## src/rtl/pwd_verify_pkg.sv

```systemverilog
package pwd_verify_pkg;
  localparam int PW_BYTES = 3;
  localparam int PW_W     = 8 * PW_BYTES;

  typedef enum logic [3:0] {
    ST_IDLE, ST_DEV, ST_IDX, ST_PW0, ST_PW1, ST_PW2, ST_FULL, ST_POLL, ST_IGN
  } seq_state_e;
endpackage

```

## src/rtl/pwd_seq.sv

```systemverilog
module pwd_seq
  import pwd_verify_pkg::*;
#(
  parameter int         IDX_W    = 4,
  parameter logic [7:0] CMD_CODE = 8'hB4,
  parameter logic [7:0] POLL_CODE = 8'hB5
) (
  input  logic             clk,
  input  logic             rst_n,
  input  logic             start_evt,
  input  logic             stop_evt,
  input  logic             byte_valid,
  input  logic [7:0]       byte_data,
  input  logic             busy,
  output logic             ack_valid,
  output logic             ack,
  output logic [IDX_W-1:0] idx,
  output logic [PW_W-1:0]  pw_rx,
  output logic             launch,
  output logic             rd_req,
  output logic [IDX_W-1:0] rd_addr,
  output logic             dev_phase
);
  seq_state_e state_q, state_d;
  logic ack_valid_q, ack_valid_d, ack_q, ack_d;
  logic [IDX_W-1:0] idx_q;
  logic [PW_W-1:0]  pw_q;
  logic             idx_en;
  logic [PW_BYTES-1:0] pw_en;

  always_comb begin
    state_d     = state_q;
    ack_valid_d = 1'b0;
    ack_d       = 1'b0;
    launch      = 1'b0;
    rd_req      = 1'b0;
    idx_en      = 1'b0;
    pw_en       = '0;
    if (start_evt) begin
      state_d = ST_DEV;
    end else if (stop_evt) begin
      launch  = (state_q == ST_FULL);
      state_d = ST_IDLE;
    end else if (byte_valid) begin
      ack_valid_d = 1'b1;
      unique case (state_q)
        ST_DEV: begin
          if (byte_data == CMD_CODE && !busy) begin
            ack_d = 1'b1; state_d = ST_IDX;
          end else if (byte_data == POLL_CODE && !busy) begin
            ack_d = 1'b1; state_d = ST_POLL;
          end else begin
            state_d = ST_IGN;
          end
        end
        ST_IDX:  begin ack_d = 1'b1; idx_en = 1'b1;   state_d = ST_PW0;  end
        ST_PW0:  begin ack_d = 1'b1; pw_en[0] = 1'b1; state_d = ST_PW1;  end
        ST_PW1:  begin ack_d = 1'b1; pw_en[1] = 1'b1; state_d = ST_PW2;  end
        ST_PW2:  begin ack_d = 1'b1; pw_en[2] = 1'b1; state_d = ST_FULL; end
        ST_POLL: begin ack_d = 1'b1; rd_req = 1'b1;   state_d = ST_IGN;  end
        default: ack_d = 1'b0;
      endcase
    end
  end

  always_ff @(posedge clk or negedge rst_n) begin
    if (!rst_n) begin
      state_q     <= ST_IDLE;
      ack_valid_q <= 1'b0;
      ack_q       <= 1'b0;
    end else begin
      state_q     <= state_d;
      ack_valid_q <= ack_valid_d;
      ack_q       <= ack_d;
    end
  end

  always_ff @(posedge clk or negedge rst_n) begin
    if (!rst_n) idx_q <= '0;
    else if (idx_en) idx_q <= byte_data[IDX_W-1:0];
  end

  for (genvar k = 0; k < PW_BYTES; k++) begin : g_pw
    always_ff @(posedge clk or negedge rst_n) begin
      if (!rst_n) pw_q[8*k +: 8] <= '0;
      else if (pw_en[k]) pw_q[8*k +: 8] <= byte_data;
    end
  end

  assign ack_valid = ack_valid_q;
  assign ack       = ack_q;
  assign idx       = idx_q;
  assign pw_rx     = pw_q;
  assign rd_addr   = byte_data[IDX_W-1:0];
  assign dev_phase = (state_q == ST_DEV);
endmodule

```

## src/rtl/pwd_wr_timer.sv

```systemverilog
module pwd_wr_timer #(
  parameter int WR_CYCLES = 200
) (
  input  logic clk,
  input  logic rst_n,
  input  logic launch,
  output logic busy,
  output logic done
);
  localparam int CNT_W = $clog2(WR_CYCLES + 1);
  logic [CNT_W-1:0] cnt_q, cnt_d;

  always_comb begin
    cnt_d = cnt_q;
    if (launch) cnt_d = CNT_W'(WR_CYCLES);
    else if (cnt_q != '0) cnt_d = cnt_q - 1'b1;
  end

  always_ff @(posedge clk or negedge rst_n) begin
    if (!rst_n) cnt_q <= '0;
    else cnt_q <= cnt_d;
  end

  assign busy = (cnt_q != '0);
  assign done = (cnt_q == CNT_W'(1));
endmodule

```

## src/rtl/pwd_pac_store.sv

```systemverilog
module pwd_pac_store #(
  parameter int NPAC  = 16,
  parameter int IDX_W = 4,
  parameter int PAC_W = 8
) (
  input  logic             clk,
  input  logic             rst_n,
  input  logic             launch,
  input  logic [IDX_W-1:0] launch_idx,
  input  logic             launch_match,
  input  logic             done,
  input  logic             priv_clear,
  input  logic             rd_req,
  input  logic [IDX_W-1:0] rd_addr,
  output logic             rd_valid,
  output logic [PAC_W-1:0] rd_data,
  output logic [NPAC-1:0]  grant
);
  logic [PAC_W-1:0] pac_q [NPAC];
  logic [PAC_W-1:0] pac_d [NPAC];
  logic [IDX_W-1:0] pend_q;
  logic             pend_ok_q;
  logic [NPAC-1:0]  grant_q, grant_d;
  logic             rd_valid_q;
  logic [PAC_W-1:0] rd_data_q;

  always_comb begin
    for (int i = 0; i < NPAC; i++) pac_d[i] = pac_q[i];
    grant_d = grant_q;
    if (done) begin
      if (pend_ok_q) begin
        pac_d[pend_q]   = '1;
        grant_d[pend_q] = 1'b1;
      end else begin
        pac_d[pend_q] = pac_q[pend_q] << 1;
      end
    end
    if (priv_clear) grant_d = '0;
  end

  for (genvar i = 0; i < NPAC; i++) begin : g_pac
    always_ff @(posedge clk or negedge rst_n) begin
      if (!rst_n) pac_q[i] <= '1;
      else pac_q[i] <= pac_d[i];
    end
  end

  always_ff @(posedge clk or negedge rst_n) begin
    if (!rst_n) begin
      pend_q    <= '0;
      pend_ok_q <= 1'b0;
    end else if (launch) begin
      pend_q    <= launch_idx;
      pend_ok_q <= launch_match && (pac_q[launch_idx] != '0);
    end
  end

  always_ff @(posedge clk or negedge rst_n) begin
    if (!rst_n) begin
      grant_q    <= '0;
      rd_valid_q <= 1'b0;
      rd_data_q  <= '0;
    end else begin
      grant_q    <= grant_d;
      rd_valid_q <= rd_req;
      if (rd_req) rd_data_q <= pac_q[rd_addr];
    end
  end

  assign rd_valid = rd_valid_q;
  assign rd_data  = rd_data_q;
  assign grant    = grant_q;
endmodule

```

## src/rtl/pwd_verify_engine.sv

```systemverilog
module pwd_verify_engine
  import pwd_verify_pkg::*;
#(
  parameter int NSETS     = 8,
  parameter int PAC_W     = 8,
  parameter int WR_CYCLES = 200,
  localparam int SET_W    = $clog2(NSETS),
  localparam int IDX_W    = SET_W + 1,
  localparam int NPAC     = 2 * NSETS
) (
  input  logic             clk,
  input  logic             rst_n,
  input  logic             priv_clear,
  input  logic             start_evt,
  input  logic             stop_evt,
  input  logic             byte_valid,
  input  logic [7:0]       byte_data,
  output logic             ack_valid,
  output logic             ack,
  output logic [IDX_W-1:0] pw_sel,
  input  logic [PW_W-1:0]  pw_data,
  output logic             rd_valid,
  output logic [PAC_W-1:0] rd_data,
  output logic [NSETS-1:0] rd_grant,
  output logic [NSETS-1:0] wr_grant
);
  logic rst_meta_n, rst_q_n;
  always_ff @(posedge clk or negedge rst_n) begin
    if (!rst_n) begin
      rst_meta_n <= 1'b0;
      rst_q_n    <= 1'b0;
    end else begin
      rst_meta_n <= 1'b1;
      rst_q_n    <= rst_meta_n;
    end
  end

  logic             busy, done, launch, rd_req, dev_phase;
  logic [IDX_W-1:0] idx, rd_addr;
  logic [PW_W-1:0]  pw_rx;
  logic [NPAC-1:0]  grant;

  pwd_seq #(.IDX_W(IDX_W)) u_seq (
    .clk(clk), .rst_n(rst_q_n), .start_evt(start_evt), .stop_evt(stop_evt),
    .byte_valid(byte_valid), .byte_data(byte_data), .busy(busy),
    .ack_valid(ack_valid), .ack(ack), .idx(idx), .pw_rx(pw_rx),
    .launch(launch), .rd_req(rd_req), .rd_addr(rd_addr), .dev_phase(dev_phase)
  );

  pwd_wr_timer #(.WR_CYCLES(WR_CYCLES)) u_timer (
    .clk(clk), .rst_n(rst_q_n), .launch(launch), .busy(busy), .done(done)
  );

  pwd_pac_store #(.NPAC(NPAC), .IDX_W(IDX_W), .PAC_W(PAC_W)) u_store (
    .clk(clk), .rst_n(rst_q_n), .launch(launch), .launch_idx(idx),
    .launch_match(pw_rx == pw_data), .done(done), .priv_clear(priv_clear),
    .rd_req(rd_req), .rd_addr(rd_addr), .rd_valid(rd_valid),
    .rd_data(rd_data), .grant(grant)
  );

  assign pw_sel   = idx;
  assign wr_grant = grant[NSETS-1:0];
  assign rd_grant = grant[NPAC-1:NSETS];
endmodule

```

## config.mk

```make
export PLATFORM = sky130hd
export DESIGN_NAME = pwd_verify_engine
export DESIGN_NICKNAME = d
export VERILOG_FILES = /design/src/rtl/pwd_verify_pkg.sv /design/src/rtl/pwd_seq.sv /design/src/rtl/pwd_wr_timer.sv /design/src/rtl/pwd_pac_store.sv /design/src/rtl/pwd_verify_engine.sv
export SDC_FILE = /design/constraint.sdc
export NUM_CORES = 1
export LEC_CHECK = 0
export ABC_AREA = 1
export BUFFER_PORTS_ARGS = -buffer_cell sky130_fd_sc_hd__buf_2
export CAP_MARGIN = 20
export CORE_MARGIN = 5
export CORE_UTILIZATION = 45
export CTS_BUF_LIST = sky130_fd_sc_hd__clkbuf_8 sky130_fd_sc_hd__clkbuf_16
export DETAILED_ROUTE_END_ITERATION = 8
export PLACE_DENSITY = 0.64
export SKIP_CTS_REPAIR_TIMING = 1
export SYNTH_ARGS = -nofsm -noshare
export SYNTH_HDL_FRONTEND = slang
export SYNTH_SLANG_ARGS = --single-unit
```

## constraint.sdc

```tcl
create_clock -name clk -period 8.05 [get_ports clk]
set_input_delay 0.4025 -clock clk [delete_from_list [all_inputs] [get_ports clk]]
set_output_delay 0.4025 -clock clk [all_outputs]
set_load 0.05 [all_outputs]
```

==> flow_summary_export.csv, run 1 <==
group,metric,value,unit
critical_path,crit_buf_inv,2,
power,p_int,1.70,mW
logic_synthesis,ys_ff_latch,202,
critical_path,crit_chain,"buf_4, inv_2, nand2_1, a21oi_1, nor2_1, nand3_1, nand2_1, nand3_1, nand3_1, nand2_1",
clock_network,clk_pin_slew_worst_paths,60,ps
critical_path,startpoint_type,"flop",
timing,grt_setup_unrepaired,"no",
run,cap_violations,0,
route,viasPerCell,5.82,
global_route,grt_overflow,0,
critical_path,crit_family,"buffers and inverters",
power,leakage,6.08,nW
finish,num_antenna_cells,0,
critical_path,worstSetupPathType,"reg2reg",
power,p_clk_frac,0.462,
route,dr.pass1.iters,6,
clock_network,numClockSinks,202,
finish,drive_above_1_share,0.194,
placed_design,dp_hpwl,27.2,mm
clock_network,cts_buffers,24,
global_route,grt_pass1_wl,61.1,mm
floorplan,core_area,0.0252,mm2
clock_network,clock_latency,520,ps
power,power_frac_seq,0.469,
power,combPwrFrac,0.068,
placed_design,dp.cells,1807,
critical_path,cpPeakStageDelay,720,ps
timing,finalCritPeriodShare,0.345,
floorplan,initial_utilization,0.458,
logic_synthesis,synth_edf_count,0,
logic_synthesis,ys.flop_type,"dfstp_2",
finish,fin_nets,1545,
global_route,grt_pass1_vias,9992,
logic_synthesis,synth_cell_types,42,
timing,max_slew_margin,0.235,
critical_path,arrival,3180,ps
logic_synthesis,syn_inst,1467,
timing,setup_violations,0,
clock_network,htreeDepth,1,
placed_design,post_dp_cell_area,0.0120,mm2
clock_network,cts_tree,"done",
clock_network,cts_buffer_depth,3,
clock_network,clock-root-buffer,"clkbuf_16",
floorplan,die_area,0.0289,mm2
power,swShare,0.252,
timing,skew,16.2,ps
power,pwr_density_cell,178,mW/mm2
logic_synthesis,synth_most_common_cell,"nand2_1",
timing,fmax,360,MHz
timing,worst_slack,5280,ps
route,drt-total-wl,39.4,mm
critical_path,crit_required,8450,ps
route,drtAntennaViolNets,0,
route,vias,10800,
finish,fin_cells,1852,
route,drtIter0Drc,1473,
critical_path,cp_slowest_cell,"buf_4",
logic_synthesis,netlist_area,0.0115,mm2
logic_synthesis,avgSynthCellArea,7.86,um2
finish,design_area,0.0128,mm2
logic_synthesis,seq_area_frac_synth,0.452,
logic_synthesis,synth_top_cell_area_share,0.292,
power,ir_worst_vdd,0.000159,V
timing,final.min_clock_period,2770,ps
placed_design,dp_slack,4910,ps
global_route,grt_usage,0.269,
route,drc_errors,0,
logic_synthesis,synth.largest_area_cell,"dfstp_2",
logic_synthesis,yosys_warnings,0,
timing,worst_pin_slew,1150,ps
status,status,"completed",
floorplan,rows,58,
placed_design,io_buffers,68,
route,routedWlPerCell,21.3,um
floorplan,design.portCount,69,
logic_synthesis,synth.area.top_cells,"dfstp_2 (29%), dfrtp_1 (16%), nand2_1 (10%), inv_1 (6.9%), a22oi_1 (5.8%)",
logic_synthesis,async_flop_share,1.00,
timing,hold_violations,0,
global_route,antenna_found_initial,0,
timing,fin_setup_tns,0,ps
power,power,2.27,mW
finish,synthToLayoutAreaGrowth,10.6,%
worst_hold_path,worstHoldPathType,"in2async",
power,netSwitchingPower,0.572,mW
logic_synthesis,synthTopCellsByCount,"nand2_1 (307), inv_1 (211), dfstp_2 (128), nor2_1 (117), o21ai_0 (115)",
floorplan,die_w,170,um
timing,slew_violations,0,
floorplan,die-height,170,um
global_route,grt_max_degree,87,
placed_design,routabilityCongestion,1.03,
critical_path,crit_path_end_kind,"flop",
critical_path,cp_max_fo,86,
logic_synthesis,syn-num-nets,1508,
[layer usage]
layer / wire, um / vias to the layer above / GRT usage / share of wire
li1: - / 4964 / - / -
met1: 17200 / 5094 / 0.406 / 0.44
met2: 16900 / 633 / 0.398 / 0.43
met3: 4110 / 80 / 0.0502 / 0.10
met4: 1160 / 0 / 0.0743 / 0.029
met5: 0 / - / 0 / 0
[worst paths after layout]
check                      cells after the start         start                end  slack, ps
hold reg to reg                                0    rst_meta_n            rst_q_n        340
setup reg to reg                              10  u_seq.idx[0]  u_store.pend_ok_q       5280
max in group asynchronous                      1       rst_q_n   u_store.grant[7]       6060
min in group clk                               5     start_evt   u_seq.state_q[0]        190
setup / recovery                              10  u_seq.idx[0]  u_store.pend_ok_q       5280
hold / removal                                 2         rst_n            rst_q_n        190
[logic make-up (layout without fill, tap and decap cells)]
kind of cell / count (synthesis) / in the layout / share of synthesized area
xor+xnor: 20 / 20 / 0.0152
other cells: 1 / 1 / 0.000325
fa+ha+maj: 3 / 3 / 0.00326
buf+inv: 285 / 340 / 0.104
compound gates: 416 / 416 / 0.219
flops: 202 / 202 / 0.452
simple gates: 540 / 540 / 0.205
[placed cells by master (no fill, tap or decap), drive strengths merged, types with 63 or more instances in the layout]
| cell | Yosys | routed |
|---|---|---|
| dfstp | 128 | 128 |
| nand3 | 63 | 63 |
| nand2 | 315 | 315 |
| dfrtp | 74 | 74 |
| a21oi | 99 | 99 |
| buf | 37 | 78 |
| inv | 217 | 226 |
| nor2 | 141 | 141 |
| a22oi | 90 | 90 |
| o21ai | 127 | 127 |
[registers in the layout, indices dropped and copies added (netlist names)]
signal             flops
u_store.pac_q        128
u_seq.pw_rx           24
u_store.grant         16
u_store.rd_data        8
u_timer.cnt_q          8
u_seq.idx              4
u_seq.state_q          4
u_store.pend_q         4
rst_meta_n             1
rst_q_n                1
u_seq.ack              1
u_seq.ack_valid        1
u_store.pend_ok_q      1
u_store.rd_valid       1
[stage by stage]
stage	util	hold WS, ps
detailed placement	0.476	190
floorplan	-	107
CTS	0.506	-360
global placement	0.476	188
finish	0.506	191
global route	0.506	195
[worst reg2reg max path: cells and delay by family, from the launching register on]
| family | cells | cell delay [ps] |
|---|---|---|
| buffers and inverters | 2 | 1380 |
| and+or+nand+nor | 7 | 880 |
| DFF | 1 | 340 |
| AOI/OAI and AO/OA | 1 | 80 |
[layout make-up]
class,instances,area (um2)
flip-flops and latches,202,5220
clock buffers,30,694
well taps,330,413
clock inverters,14,66.3
inverters,217,817
fillers,2422,12400
repair buffers,79,425
multi-input cells,980,5110
[power by group through the flow]
stage / clock (mW) / combinational [mW] / sequential (mW)
after floorplan: 0 / 0.0892 / 1.09
final: 1.05 / 0.155 / 1.06
after global placement: 0 / 0.151 / 1.08
after CTS: 1.06 / 0.153 / 1.06
after detailed placement: 0 / 0.153 / 1.08
after global routing: 1.11 / 0.172 / 1.07
No activity file was read; power rests on OpenSTA's default activity.
==> inputs of run 2 (changes only) <==
- PLACE_DENSITY: 0.64 -> 0.66
- clock period: 8.05 -> 2.4 ns (I/O delays scaled with it)
==> flow_summary_export.csv, run 2 (synthesis results as in run 1) <==
group,metric,value,unit
critical_path,startpoint_type,"flop",
route,viasPerCell,5.80,
critical_path,path_common_cell,"nand2_1",
finish,fin_util,0.525,
finish,largest_reg_flops,128,
timing,max_slew_margin,0.545,
power,ir_worst_vdd,0.000452,V
route,vias,11000,
route,dr.pass1.iters,6,
floorplan,rows,58,
worst_hold_path,worstHoldPathType,"in2reg",
critical_path,cp_slowest_cell,"dfrtp_1",
route,routedWlPerCell,21.0,um
critical_path,worstSetupPathType,"reg2reg",
timing,grt_setup_unrepaired,"no",
power,leakage,6.34,nW
global_route,grt_overflow,0,
critical_path,crit_required,2820,ps
finish,num_antenna_cells,0,
timing,fin_setup_tns,0,ps
worst_hold_path,hold_start,"stop_evt",
timing,worst_slack,105,ps
critical_path,cpPeakStageDelay,450,ps
placed_design,routabilityCongestion,1.00,
status,status,"finished with violations",
clock_network,htreeDepth,1,
timing,finalCritPeriodShare,0.956,
status,violations,"hold timing",
clock_network,clock_latency,520,ps
global_route,antenna_found_initial,0,
global_route,grt_max_degree,63,
clock_network,clk_pin_slew_worst_paths,60,ps
timing,worst_pin_slew,679,ps
critical_path,cp_max_fo,20,
critical_path,crit_chain,"nand2_1, buf_12, o22ai_1, o21ai_0, nand2_1, nor2_4, buf_4, a22oi_1",
critical_path,arrival,2710,ps
timing,skew,11.5,ps
floorplan,die-height,170,um
floorplan,core_area,0.0252,mm2
floorplan,design.portCount,69,
finish,synthToLayoutAreaGrowth,14.7,%
critical_path,crit_path_end_kind,"flop",
clock_network,cts_buffers,23,
power,power,7.45,mW
floorplan,initial_utilization,0.458,
finish,drive_above_1_share,0.217,
clock_network,cts_tree,"done",
timing,slew_violations,0,
route,drtIter0Drc,1717,
timing,setup_violations,0,
global_route,grt_pass1_wl,61.9,mm
placed_design,io_buffers,68,
power,pwr_density_cell,564,mW/mm2
placed_design,dp_slack,169,ps
global_route,grt_pass1_vias,10600,
timing,fin_hold_ws,-29.5,ps
route,drc_errors,0,
run,cap_violations,0,
finish,final_common_cell,"nand2_1",
clock_network,numClockSinks,202,
placed_design,dp_hpwl,28.2,mm
global_route,grt_usage,0.272,
floorplan,die_area,0.0289,mm2
timing,hold_violations,4,
timing,final.min_clock_period,2290,ps
finish,regMostFlops,"u_store.pac_q",
critical_path,startpoint,"u_store.pend_q[0]",
finish,fin_nets,1597,
route,drtAntennaViolNets,0,
clock_network,cts_buffer_depth,3,
finish,layout_common_cells,"nand2_1 (307), inv_1 (219), dfstp_2 (128)",
clock_network,clock-root-buffer,"clkbuf_16",
critical_path,timing.rr.start,"u_store.pend_q[0]",
route,drt-total-wl,39.9,mm
floorplan,die_w,170,um
timing,fmax,436,MHz
run 2: cell type report:
cell class,count,area [um2]
clock buffers,28,644
clock inverters,13,61.3
fillers,2462,12000
inverters,217,817
multi-input cells,980,5120
flip-flops and latches,202,5220
well taps,330,413
repair buffers,132,951
run 2: stage by stage:
step                      instances  hold WS [ps]  instance area (um2)
after floorplan                1467          -176                11500
after global placement         1854         -93.4                12400
after detailed placement       1854         -93.2                12400
after CTS                      1895          -633                13200
after global routing           1902          3.73                13200
final                          1902         -29.5                13200
run 2: routing by layer:
layer  global-route usage  wire length, um
met1                0.402            17400
met4               0.0990             1680
met2                0.402            17000
met5                    0                0
met3               0.0488             3830
run 2: worst paths after layout:
kind                                 endpoint  slack (ps)  cells after the start
setup / recovery            u_store.pac_q[94]         110                      8
hold / removal               u_seq.state_q[3]         -30                      4
setup reg to reg            u_store.pac_q[94]         110                      8
hold reg to reg              u_store.grant[2]         320                      0
max in group asynchronous  u_store.pac_q[125]        1260                      1
min in group asynchronous    u_store.grant[2]         320                      0
run 2: where the power goes:
| group | total, mW | internal, mW | switching (mW) | leakage [nW] |
|---|---|---|---|---|
| combinational | 0.585 | 0.194 | 0.391 | 3.63 |
| clock | 3.31 | 1.89 | 1.42 | 0.378 |
| sequential | 3.56 | 3.49 | 0.0655 | 2.34 |
| total | 7.45 | 5.58 | 1.88 | 6.34 |
run 2: worst max-delay path, delay by kind of cell (launching register included):
kind / cells / cell delay (ps)
AOI/OAI and AO/OA: 3 / 610
buffers and inverters: 2 / 430
DFF: 1 / 450
and+or+nand+nor: 3 / 690
